<file path="config.mk">
export PLATFORM = sky130hd
export DESIGN_NAME = kc_concentrator
export DESIGN_NICKNAME = d
export VERILOG_FILES = /design/src/rtl/kc_pkg.sv /design/src/rtl/kc_admit.sv /design/src/rtl/kc_store.sv /design/src/rtl/kc_unload.sv /design/src/rtl/kc_drop_ctr.sv /design/src/rtl/kc_concentrator.sv
export SDC_FILE = /design/constraint.sdc
export NUM_CORES = 1
export LEC_CHECK = 0
export BUFFER_PORTS_ARGS = -buffer_cell sky130_fd_sc_hd__buf_4
export CAP_MARGIN = 20
export CORE_MARGIN = 2
export CORE_UTILIZATION = 50
export CTS_BUF_LIST = sky130_fd_sc_hd__clkbuf_8 sky130_fd_sc_hd__clkbuf_16
export DETAILED_ROUTE_END_ITERATION = 7
export GPL_TIMING_DRIVEN = 0
export PLACE_DENSITY_LB_ADDON = 0.12
export SLEW_MARGIN = 20
export SYNTH_ARGS = -nofsm -noshare
export SYNTH_HDL_FRONTEND = slang
export SYNTH_HIERARCHICAL = 1
export SYNTH_SLANG_ARGS = --single-unit
</file>
<file path="constraint.sdc">
create_clock -name clk_i -period 8.7 [get_ports clk_i]
set_clock_uncertainty 0.1 [all_clocks]
set_input_delay 2.61 -clock clk_i [delete_from_list [all_inputs] [get_ports clk_i]]
set_output_delay 2.61 -clock clk_i [all_outputs]
set_load 0.01 [all_outputs]
</file>
<file path="src/rtl/kc_pkg.sv">
`timescale 1ns/1ps
package kc_pkg;
    localparam int VPI_W  = 8;
    localparam int VCI_W  = 16;
    localparam int DATA_W = 32;

    typedef struct packed {
        logic [VPI_W-1:0]  vpi;
        logic [VCI_W-1:0]  vci;
        logic [DATA_W-1:0] data;
    } cell_t;

    localparam int CELL_W = $bits(cell_t);
endpackage

</file>
<file path="src/rtl/kc_admit.sv">
`timescale 1ns/1ps
module kc_admit #(
    parameter int IN_LANES = 4,
    parameter int CONC     = 3,
    localparam int CW      = $clog2(CONC + 1)
) (
    input  logic [IN_LANES-1:0] vld_i,
    input  logic [CW-1:0]       free_i,
    output logic [IN_LANES-1:0] admit_o,
    output logic [IN_LANES-1:0] drop_o
);
    always_comb begin
        int taken;
        taken   = 0;
        admit_o = '0;
        drop_o  = '0;
        for (int i = 0; i < IN_LANES; i++) begin
            if (vld_i[i]) begin
                if (taken < int'(free_i)) begin
                    admit_o[i] = 1'b1;
                    taken      = taken + 1;
                end else begin
                    drop_o[i] = 1'b1;
                end
            end
        end
    end
endmodule

</file>
<file path="src/rtl/kc_store.sv">
`timescale 1ns/1ps
module kc_store
    import kc_pkg::*;
#(
    parameter int IN_LANES = 4,
    parameter int CONC     = 3,
    localparam int CW      = $clog2(CONC + 1)
) (
    input  logic                     clk_i,
    input  logic                     rst_i,
    input  logic                     clear_i,
    input  logic [IN_LANES-1:0]      admit_i,
    input  cell_t [IN_LANES-1:0]     cells_i,
    output cell_t [CONC-1:0]         slot_o,
    output logic [CW-1:0]            cnt_o
);
    cell_t [CONC-1:0] slot_q, nxt_slot;
    logic [CW-1:0]    cnt_q, nxt_cnt;

    // slot 0 is the head; every admission pushes older entries one deeper
    always_comb begin
        nxt_slot = clear_i ? '0 : slot_q;
        nxt_cnt  = clear_i ? '0 : cnt_q;
        for (int i = 0; i < IN_LANES; i++) begin
            if (admit_i[i]) begin
                for (int k = CONC - 1; k > 0; k--) begin
                    nxt_slot[k] = nxt_slot[k-1];
                end
                nxt_slot[0] = cells_i[i];
                nxt_cnt     = nxt_cnt + CW'(1);
            end
        end
    end

    always_ff @(posedge clk_i) begin
        if (rst_i) begin
            slot_q <= '0;
            cnt_q  <= '0;
        end else begin
            slot_q <= nxt_slot;
            cnt_q  <= nxt_cnt;
        end
    end

    assign slot_o = slot_q;
    assign cnt_o  = cnt_q;
endmodule

</file>
<file path="src/rtl/kc_unload.sv">
`timescale 1ns/1ps
module kc_unload
    import kc_pkg::*;
#(
    parameter int CONC = 3,
    localparam int CW  = $clog2(CONC + 1)
) (
    input  logic             clk_i,
    input  logic             rst_i,
    input  logic             sync_i,
    input  cell_t [CONC-1:0] slot_i,
    input  logic [CW-1:0]    cnt_i,
    output logic [CONC-1:0]  vld_o,
    output cell_t [CONC-1:0] cell_o,
    output logic             latched_o
);
    always_ff @(posedge clk_i) begin
        if (rst_i) begin
            vld_o     <= '0;
            cell_o    <= '0;
            latched_o <= 1'b0;
        end else begin
            latched_o <= sync_i;
            if (sync_i) begin
                // head lands on the top lane, lane index counts down
                for (int j = 0; j < CONC; j++) begin
                    vld_o[CONC-1-j]  <= (CW'(j) < cnt_i);
                    cell_o[CONC-1-j] <= slot_i[j];
                end
            end else begin
                vld_o <= '0;
            end
        end
    end
endmodule

</file>
<file path="src/rtl/kc_drop_ctr.sv">
`timescale 1ns/1ps
module kc_drop_ctr #(
    parameter int IN_LANES = 4,
    parameter int CNT_W    = 6
) (
    input  logic                clk_i,
    input  logic                rst_i,
    input  logic [IN_LANES-1:0] drop_i,
    output logic [IN_LANES-1:0] drop_o,
    output logic [CNT_W-1:0]    cnt_o
);
    logic [CNT_W:0] sum;
    assign sum = {1'b0, cnt_o} + (CNT_W+1)'($countones(drop_i));

    always_ff @(posedge clk_i) begin
        if (rst_i) begin
            drop_o <= '0;
            cnt_o  <= '0;
        end else begin
            drop_o <= drop_i;
            cnt_o  <= sum[CNT_W] ? '1 : sum[CNT_W-1:0];
        end
    end
endmodule

</file>
<file path="src/rtl/kc_concentrator.sv">
`timescale 1ns/1ps
module kc_concentrator
    import kc_pkg::*;
#(
    parameter int IN_LANES = 4,
    parameter int CONC     = 3,
    parameter int CNT_W    = 6,
    localparam int CW      = $clog2(CONC + 1)
) (
    input  logic                             clk_i,
    input  logic                             rst_i,
    input  logic                             sync_i,
    input  logic [IN_LANES-1:0]              in_vld_i,
    input  logic [IN_LANES-1:0][CELL_W-1:0]  in_cell_i,
    output logic [CONC-1:0]                  out_vld_o,
    output logic [CONC-1:0][CELL_W-1:0]      out_cell_o,
    output logic                             latched_o,
    output logic [IN_LANES-1:0]              drop_o,
    output logic [CNT_W-1:0]                 drop_cnt_o
);
    if (IN_LANES <= CONC) begin : g_bad_cfg
        $error("kc_concentrator needs more input lanes than output lanes");
    end

    cell_t [IN_LANES-1:0] in_cells;
    cell_t [CONC-1:0]     slots;
    cell_t [CONC-1:0]     out_cells;
    logic [CW-1:0]        store_cnt;
    logic [CW-1:0]        free;
    logic [IN_LANES-1:0]  admit;
    logic [IN_LANES-1:0]  refuse;

    assign in_cells   = in_cell_i;
    assign out_cell_o = out_cells;
    // on a tick the snapshot leaves, so the whole store is free for arrivals
    assign free = sync_i ? CW'(CONC) : CW'(CONC) - store_cnt;

    kc_admit #(.IN_LANES(IN_LANES), .CONC(CONC)) u_admit (
        .vld_i   (in_vld_i),
        .free_i  (free),
        .admit_o (admit),
        .drop_o  (refuse)
    );

    kc_store #(.IN_LANES(IN_LANES), .CONC(CONC)) u_store (
        .clk_i   (clk_i),
        .rst_i   (rst_i),
        .clear_i (sync_i),
        .admit_i (admit),
        .cells_i (in_cells),
        .slot_o  (slots),
        .cnt_o   (store_cnt)
    );

    kc_unload #(.CONC(CONC)) u_unload (
        .clk_i     (clk_i),
        .rst_i     (rst_i),
        .sync_i    (sync_i),
        .slot_i    (slots),
        .cnt_i     (store_cnt),
        .vld_o     (out_vld_o),
        .cell_o    (out_cells),
        .latched_o (latched_o)
    );

    kc_drop_ctr #(.IN_LANES(IN_LANES), .CNT_W(CNT_W)) u_drops (
        .clk_i  (clk_i),
        .rst_i  (rst_i),
        .drop_i (refuse),
        .drop_o (drop_o),
        .cnt_o  (drop_cnt_o)
    );
endmodule

</file>
## Word level (Yosys, flattened, before mapping)

Index checks and enable logic that the tools add are counted.

- Bits in registers: 352
- Output and inout bits: 182

- Add/sub/neg operators: 11
- Magnitude comparators: 7
- Multiplexer cells: 34
- Bitwise logic cells: 1
- Reductions and logical operators: 2

Operators with widths:

| operator | count |
|---|---|
| $mux 168 | 5 |
| $mux 32 | 5 |
| $lt 32x3->1 | 3 |
| $add 32x2->32 const B | 2 |
| $mux 1 | 17 |
| $mux 2 | 6 |
| $add 2x1->2 const B | 4 |
| $add 6x7->7 | 1 |
| $add 7x7->7 | 1 |
| $lt 1x2->1 const A | 3 |
| $mux 6 | 1 |
| $reduce_bool 5->1 | 1 |
| $add 1x1->2 | 2 |
| $lt 2x2->1 const A | 1 |
| $reduce_or 2->1 | 1 |
| $sub 2x2->2 const A | 1 |
| $not 1->1 | 1 |

## Logic depth before layout (Yosys ltp)

Gate-level depths: netlist (run 1).

- Depth after elaboration: 18
- Depth in mapped cells: 18
- Gate-level depth less buffers: 17

## Modules after synthesis

Netlist (run 1), hierarchy kept.

Modules (own cells, without submodules):

| module | instances | cells an instance | area an instance (µm²) | sequential area each (µm²) |
|---|---|---|---|---|
| kc_store | 1 | 1,455 | 12,902.4 | 3,403.3 |
| kc_unload | 1 | 550 | 6,075.8 | 3,443.3 |
| kc_drop_ctr | 1 | 45 | 464.2 | 200.2 |
| kc_admit | 1 | 32 | 229.0 | 0.0 |
| kc_concentrator | 1 | 2 | 12.5 | 0.0 |

## Least setup slack after synthesis (run 1)

Ideal clock, no wire load.

- Path type: input to register
- From: input port sync_i
- To: register u_drops.cnt_o[0]
- Setup time: 0.070 ns
- Arrival time: 5.899 ns
- Setup slack: 2.631 ns
- Stages: 16
- Buffers on the path: 0
- Path through: nand2b_1 -> nand3_2 -> inv_1 -> ha_1 -> o21a_1 -> a221oi_4 -> o21ai_0 -> ha_1 -> o311ai_2 -> a31oi_1 -> inv_1 -> fa_1 -> fa_1 -> and3b_1 -> nand3_1 -> a21oi_1

- Longest elaborated chain between the ends: 17
- Elaborated cells between the ends (all ways): 26
- Classes of those cells: 6 x add/sub; 4 x order compare; 16 x mux

Ends and longest elaborated chain:

| element | RTL line | text |
|---|---|---|
| start: declaration | kc_concentrator.sv:12 | `input logic sync_i,` |
| $mux 2 * | kc_concentrator.sv:36 | `assign free = sync_i ? CW'(CONC) : CW'(CONC) - store_cnt;` |
| $lt 1x2->1 | kc_admit.sv:19 | `if (taken < int'(free_i)) begin` |
| $mux 1 | kc_admit.sv:19 |  |
| $mux 32 | kc_admit.sv:18 | `if (vld_i[i]) begin` |
| $add 32x2->32 or $lt 32x3->1 (tied branches) | kc_admit.sv:21, kc_admit.sv:19 |  |
| $mux 32 | kc_admit.sv:19 |  |
| $mux 32 | kc_admit.sv:18 |  |
| $add 32x2->32 or $lt 32x3->1 (tied branches) | kc_admit.sv:21, kc_admit.sv:19 |  |
| [... 2 more ...] | n/a |  |
| $lt 32x3->1 * | kc_admit.sv:19 |  |
| $mux 1 * | kc_admit.sv:19 |  |
| $mux 1 * | kc_admit.sv:18 |  |
| named net refuse[3] | kc_concentrator.sv:31 | `logic [IN_LANES-1:0] refuse;` |
| $add 1x1->2 (not written as such) * | kc_drop_ctr.sv:13 | `assign sum = {1'b0, cnt_o} + (CNT_W+1)'($countones(drop_i));` |
| $add 7x7->7 (not written as such) * | kc_drop_ctr.sv:13 |  |
| $add 6x7->7 * | kc_drop_ctr.sv:13 |  |
| $mux 6 * | kc_drop_ctr.sv:21 | `cnt_o <= sum[CNT_W] ? '1 : sum[CNT_W-1:0];` |
| end signal: assignment | kc_drop_ctr.sv:21 |  |
| end: declaration | kc_drop_ctr.sv:10 | `output logic [CNT_W-1:0] cnt_o` |

The timed path passes the listed nets; every way through them passes the cells marked *.
A chain may end at the register's enable or synchronous reset.

## Worst setup path after layout (run 1)

- From: input port sync_i
- To: register u_store.slot_q, in the netlist u_store/slot_o[37]

- Elaborated cells between the ends (all ways): 26
- Classes of those cells: 2 x add/sub; 4 x order compare; 20 x mux

RTL lines:

| element | RTL line | text |
|---|---|---|
| $mux 2 * | kc_concentrator.sv:36 |  |
| named net free[1] | kc_concentrator.sv:29 | `logic [CW-1:0] free;` |
| $lt 1x2->1 | kc_admit.sv:19 |  |
| $mux 1 | kc_admit.sv:19 |  |
| $mux 32 | kc_admit.sv:18 |  |
| $add 32x2->32 or $lt 32x3->1 (tied branches) | kc_admit.sv:21, kc_admit.sv:19 |  |
| $mux 32 | kc_admit.sv:19 |  |
| $mux 32 | kc_admit.sv:18 |  |
| $lt 32x3->1 * | kc_admit.sv:19 |  |
| $mux 1 * | kc_admit.sv:19 |  |
| $mux 1 * | kc_admit.sv:18 |  |
| named net admit[2] | kc_concentrator.sv:30 | `logic [IN_LANES-1:0] admit;` |
| $mux 168 * (2 in series) | kc_store.sv:25 | `if (admit_i[i]) begin` |
| end signal: assignment | kc_store.sv:40 | `slot_q <= nxt_slot;` |
| end: declaration | kc_store.sv:17 | `cell_t [CONC-1:0] slot_q, nxt_slot;` |

The timed path passes the listed nets; every way through them passes the cells marked *. The select of a mux whose other input is x is not followed.

==> results of run 1 <==
-- metal layers --
| layer | global-route usage, % | wire length, µm | vias to the layer above |
|---|---|---|---|
| met2 | 59.6 | 35900 | 1338 |
| met5 | 0 | 13 | - |
| met1 | 48.4 | 32000 | 9669 |
| met3 | 9.32 | 8690 | 281 |
| li1 | - | - | 8669 |
| met4 | 20.0 | 4330 | 2 |
-- worst min-delay path by stage --
| stage | endpoint | slack, ns | cells after the start |
|---|---|---|---|
| after global routing | u_unload/cell_o[33]$_SDFFE_PP0P_ | 0.42 | 2 |
| after floorplan | u_unload/cell_o[0]$_SDFFE_PP0P_ | 0.36 | 2 |
| after CTS | u_unload/cell_o[47]$_SDFFE_PP0P_ | 0.40 | 2 |
| final | u_unload/cell_o[121]$_SDFFE_PP0P_ | 0.39 | 2 |
| after global placement | u_unload/cell_o[9]$_SDFFE_PP0P_ | 0.38 | 2 |
| after detailed placement | u_unload/cell_o[89]$_SDFFE_PP0P_ | 0.38 | 2 |
-- worst max-delay path, cell delays in order --
cell,delay [ns]
buf_4,0.14
nand2b_1,0.23
nand3_2,0.17
inv_1,0.09
ha_1,0.36
o21a_1,0.16
a221oi_4,0.32
nand2_1,0.08
o21ai_0,0.10
ha_1,0.27
o311ai_2,0.08
and4_1,0.29
buf_2,0.29
clkbuf_1,0.64
clkbuf_1,0.81
a221oi_2,0.16
-- sequential cells by signal, indices dropped and copies added (netlist names) --
signal and count:
u_unload/latched_o 1, u_drops/cnt_o 6, u_store/slot_o 168, u_unload/cell_o 168, u_unload/vld_o 3, u_store/cnt_o 2, u_drops/drop_o 4
-- final cells by class --
type | instances | share of cell area, %
diodes | 2 | 0.0202
flip-flops and latches | 352 | 28.5
repair buffers | 412 | 12.5
inverters | 72 | 1.09
plain buffers | 227 | 4.86
multi-input cells | 1433 | 45.2
clock inverters | 24 | 0.698
clock buffers | 48 | 4.54
well taps | 518 | 2.62
-- cell families (layout without fill, tap and decap cells) --
family / Yosys count / count (layout) / share of synthesized area (%)
xor+xnor: 4 / 4 / 0.178
buf+inv: 299 / 783 / 7.47
simple gates: 444 / 444 / 12.9
compound gates: 695 / 695 / 28.3
other cells: 0 / 2 / 0
flops: 352 / 352 / 35.8
fa+ha+maj: 8 / 8 / 0.617
mux: 282 / 282 / 14.7
-- synthesized netlist by cell type (all sizes together) (57+ instances only) --
library cell  count  area (µm²)
mux2             57         642
buf             116         781
inv              71         267
a211oi           57         708
o21ai            59         295
dfxtp           352        7050
nor2b            68         433
a21oi           286        1640
a221oi           57         867
nand2            61         231
mux2i           225        2250
nor2            182         683
clkbuf          111         419
-- through the flow --
step                      worst slack (ns)  instance area, µm²  hold slack [ns]  utilization [%]  cells
after floorplan                       2.63               19700            0.364                -   2084
after global placement                1.85               23400            0.376             60.5   3014
after detailed placement              1.70               23400            0.384             60.5   3014
after CTS                             2.29               24700            0.399             63.8   3086
after global routing                  2.01               24700            0.417             63.8   3088
final                                 2.18               24700            0.394             63.8   3088
-- where the power goes --
group	internal, mW	switching (mW)	leakage (nW)
logic	0.786	1.13	7.13
clock network	0.976	0.722	0.673
registers	1.86	0.226	2.89
==> results.ini, run 1 <==
[outcome]
status=finished clean

[worst_setup_path]
r2r_setup_slack_ns=3.92
cp.required_ns=9.00
cp-start-kind=input port
r2r_start=u_store/cnt_o[1]$_SDFF_PP0_
cp_max_fo=10
crit_arrival_ns=6.82
reg2reg_to=u_store/slot_o[37]$_SDFF_PP0_
setup.worst_path.end=u_store/slot_o[37]$_SDFF_PP0_
reg2regPathDepth=15
cp-end-kind=flip-flop
path_class=in -> reg
startpoint=sync_i

[timing]
post-route-period-util_pct=75.0
setup_tns_ns=0
setup_viol=0
max_slew.worst_pin.slew_ns=0.998
rsz0062_at_grt=no
final_hold_viol_count=0
slew_viol_final=0
fmax_mhz=153
fin_crit_ns=6.52
max-slew-margin-rel_pct=33.5

[synth]
synth_edf_count=0
synthCells=2084
avgSynthCellArea_um2=9.45
synth_ff_type=dfxtp_1
ys_seq_area_share_pct=35.8
ys_seq_elements=352
syn_area_um2=19700
yosys.cell_types.count=58
yosys_warnings=6
syn_nets=2322
async_flop_share_pct=0

[routing]
drc_errors=0
wl_per_cell_um=26.2
vias=19959
antenna_left=0
viasPerCell=6.46
firstDrtPassIters=6
drt-total-wl_um=80900
drt_iter0_drc=2326

[power]
power_density_nw_per_um2=230
ir_drop_uv=144
finalPower_mw=5.70
p_leak_nw=10.7

[cells_and_area]
final_common_cell=buf_4
final_cell_mix=420 x buf_4, 352 x dfxtp_1, 230 x a21oi_1, 225 x mux2i_1, 182 x nor2_1
regArea_um2=7050
fill_cells=3361
multi_input_area_um2=11200
drive_gt1_share_pct=31.7
area_growth_pct=25.6
fin_nets=2777

[global_route]
first_global_vias=19924
gr-total-overflow=0
antenna_found_initial=3
grt_start_max_net_pins=14
grt_use_total_pct=38.0
grt_pass1_wl_um=120000

[placement]
dp_hpwl_um=58300
portBuffers=412
gp_congestion=0.954

[run]
drv_cap=0

[clock_network]
tritoncts=yes
path_clk_slew_ns=0.06
postCtsSetupBuffers=0
clock-root-buffer=clkbuf_16
clk_latency_ns=0.57
hold_buffers=0
ctsResizeCount=0
cts_max_path_buffers=3
cts_made_buffers=41
htree_levels=2
cts.sinks=352

[die]
core_um2=38700
fp.dieW_um=202
die_y_um=202
start_util_pct=50.8
dieArea_um2=41000
rows=72
io_pins=413

[worst_hold_path]
hold_path_class=reg -> reg
worstHoldStart=u_unload/cell_o[121]$_SDFFE_PP0P_

Note: power is estimated with default switching activity, not from simulation.
==> inputs of run 2 (changes only) <==
Clock period 8.7 ns to 5.4 ns, I/O delays scaled along.
==> run 2 against run 1 <==
Effect of this change:
- register-to-register slack worse by 3.0 ns
- hold slack about the same
- design area up 0.10%
- flip-flop and latch count is the same
- global-route usage is the same
- via count up 0.33%
- count of clock-buffer cells in the layout unchanged
- worst setup slack got worse by 2.0 ns
- critical path depth is the same
- utilization up 0.065 points
- die area stayed put
==> results.ini, run 2 (synthesis gave the netlist of run 1 again) <==
[clock_network]
cts_max_path_buffers=3  ; unchanged
path_clk_slew_ns=0.06  ; about the same
cts.sinks=352  ; unchanged
cts_made_buffers=41  ; unchanged
tritoncts=yes
htree_levels=2  ; unchanged
clk_latency_ns=0.57  ; about the same
hold_buffers=0  ; unchanged
clock-root-buffer=clkbuf_16
postCtsSetupBuffers=0  ; unchanged

[worst_setup_path]
max_stage_delay_ns=0.80  ; about the same
path_class=in -> reg
timing.critical_path.mode_cell=ha_1
cp-start-kind=input port
crit_slowest_cell=clkbuf_1
cp-end-kind=flip-flop
crit_family=buffers and inverters
r2r_start=u_store/cnt_o[1]$_SDFF_PP0_
cp_max_fo=10  ; unchanged
r2r_setup_slack_ns=0.89  ; -3.03 ns
reg2regPathDepth=15  ; unchanged
reg2reg_to=u_store/slot_o[37]$_SDFF_PP0_
worst-path-buf-inv=5  ; unchanged
cp.required_ns=5.70  ; -3.30 ns
crit_arrival_ns=5.54  ; -1.28 ns
crit_chain=buf_4 -> nand2b_1 -> nand3_2 -> inv_1 -> ha_1 -> o21a_1 -> a221oi_4 -> nand2_1 -> o21ai_0 -> ha_1 -> o311ai_2 -> and4_1 -> buf_2 -> clkbuf_2 -> clkbuf_1 -> a221oi_2

[timing]
fin_crit_ns=5.25
max_slew.worst_pin.slew_ns=1.00  ; +0.00486 ns
rsz0062_at_grt=no
slew_viol_final=0  ; unchanged
final_hold_viol_count=0  ; unchanged
post-route-period-util_pct=97.2
holdWs_ns=0.394  ; +0.0000220 ns
setup_viol=0  ; unchanged
fmax_mhz=191
max-slew-margin-rel_pct=33.1  ; -0.32 points

[worst_hold_path]
hold_path_class=reg -> reg
holdPathEnd=u_unload/cell_o[121]$_SDFFE_PP0P_
worstHoldStart=u_unload/cell_o[121]$_SDFFE_PP0P_
holdPathStages=2  ; unchanged

[run]
drv_cap=0  ; unchanged

[global_route]
first_global_vias=19924  ; unchanged
antenna_found_initial=3  ; unchanged
grt_start_max_net_pins=14  ; unchanged
gr-total-overflow=0  ; unchanged
grt_pass1_wl_um=120000  ; unchanged
grt_use_total_pct=38.0  ; unchanged

[placement]
portBuffers=412  ; unchanged
dp_hpwl_um=58300  ; unchanged
gp_congestion=0.954  ; unchanged

[die]
io_pins=413  ; unchanged
start_util_pct=50.8  ; unchanged
rows=72  ; unchanged
fp.dieW_um=202  ; unchanged
dieArea_um2=41000  ; unchanged
die_y_um=202  ; unchanged
core_um2=38700  ; unchanged

[outcome]
status=finished clean

[routing]
vias=20025  ; +0.33%
antenna_left=0  ; unchanged
firstDrtPassIters=7  ; +1
viasPerCell=6.48  ; +0.33%
wl_per_cell_um=26.2  ; about the same
drt-total-wl_um=80900  ; about the same
drc_errors=0  ; unchanged
drt_iter0_drc=2347  ; +0.90%

[cells_and_area]
fin_nets=2777  ; unchanged
utilization_pct=63.9  ; +0.065 points
final_common_cell=buf_4
final_cell_mix=420 x buf_4, 352 x dfxtp_1, 230 x a21oi_1, 225 x mux2i_1, 182 x nor2_1
drive_gt1_share_pct=32.5  ; +0.78 points
area_growth_pct=25.7

[power]
p_leak_nw=10.8  ; +0.54%
power_density_nw_per_um2=371  ; +61%
ir_drop_uv=232  ; +61%

[run 2: cell counts in the layout (fill, tap and decap cells not counted)]
Identical to the previous run, type by type.
[run 2: where the power goes]
group          internal, mW  switching [mW]  leakage, nW
Combinational          1.27            1.82         7.19
Sequential             2.99           0.364         2.89
Clock                  1.57            1.16        0.673
Total                  5.83            3.34         10.8
[run 2: repair_timing]
action | in CTS | in global routing
endpoints found under the hold margin | 0 | 0
cloned | 0 | 0
endpoints found under the setup margin | 10 | 86
pin swaps | 0 | 0
gates resized for setup | 1 | 37
[run 2: how the worst max path moves through the flow]
| stage | start | end | slack [ns] | depth (start not counted) |
|---|---|---|---|---|
| 3_3_place_gp | sync_i | u_store/slot_o[38]$_SDFF_PP0_ | -0.46 | 15 |
| 3_5_place_dp | sync_i | u_store/slot_o[37]$_SDFF_PP0_ | -0.61 | 16 |
| 4_1_cts | sync_i | u_store/slot_o[105]$_SDFF_PP0_ | 0.02 | 18 |
| 5_1_grt | sync_i | u_store/slot_o[37]$_SDFF_PP0_ | 0.01 | 16 |
| 2_1_floorplan | sync_i | u_drops/cnt_o[0]$_SDFF_PP0_ | 0.32 | 16 |
| 6_report | sync_i | u_store/slot_o[37]$_SDFF_PP0_ | 0.15 | 16 |
[run 2: area by class of cell]
type                            count  area (µm²)
Clock inverter                     24         173
Tap cell                          518         648
Buffer                            227        1220
Clock buffer                       48        1120
Timing Repair Buffer              412        3090
Multi-Input combinational cell   1433       11200
Fill cell                        3374       14000
Antenna cell                        2        5.00
Sequential cell                   352        7050
Inverter                           72         270
[run 2: through the flow]
| step | power, mW | area [µm²] | setup WS [ns] | TNS (ns) | std cells |
|---|---|---|---|---|---|
| floorplan | 5.24 | 19700 | 0.321 | 0 | 2084 |
| global placement | 6.30 | 23400 | -0.459 | -43.54 | 3014 |
| detailed placement | 6.37 | 23400 | -0.608 | -64.51 | 3014 |
| CTS | 9.09 | 24700 | 0.0195 | 0 | 3086 |
| global route | 9.48 | 24800 | 0.0106 | 0 | 3088 |
| finish | 9.18 | 24800 | 0.152 | 0 | 3088 |
[run 2: layer usage]
metal | part of all wire [%] | vias up | global-route usage, %
met4 | 5.1 | 2 | 20.0
li1 | - | 8673 | -
met1 | 39 | 9710 | 48.4
met3 | 11 | 269 | 9.32
met5 | 0.016 | - | 0
met2 | 45 | 1371 | 59.6
[run 2: worst reg2reg max path: stages, from the launching register on]
cell      delay [ns]
dfxtp_1         0.47
nand2b_1        0.20
nand3_2         0.16
inv_1           0.09
ha_1            0.36
o21a_1          0.17
a221oi_4        0.32
nand2_1         0.09
o21ai_0         0.10
ha_1            0.27
o311ai_2        0.08
and4_1          0.28
buf_2           0.29
clkbuf_2        0.40
clkbuf_1        0.80
a221oi_2        0.16
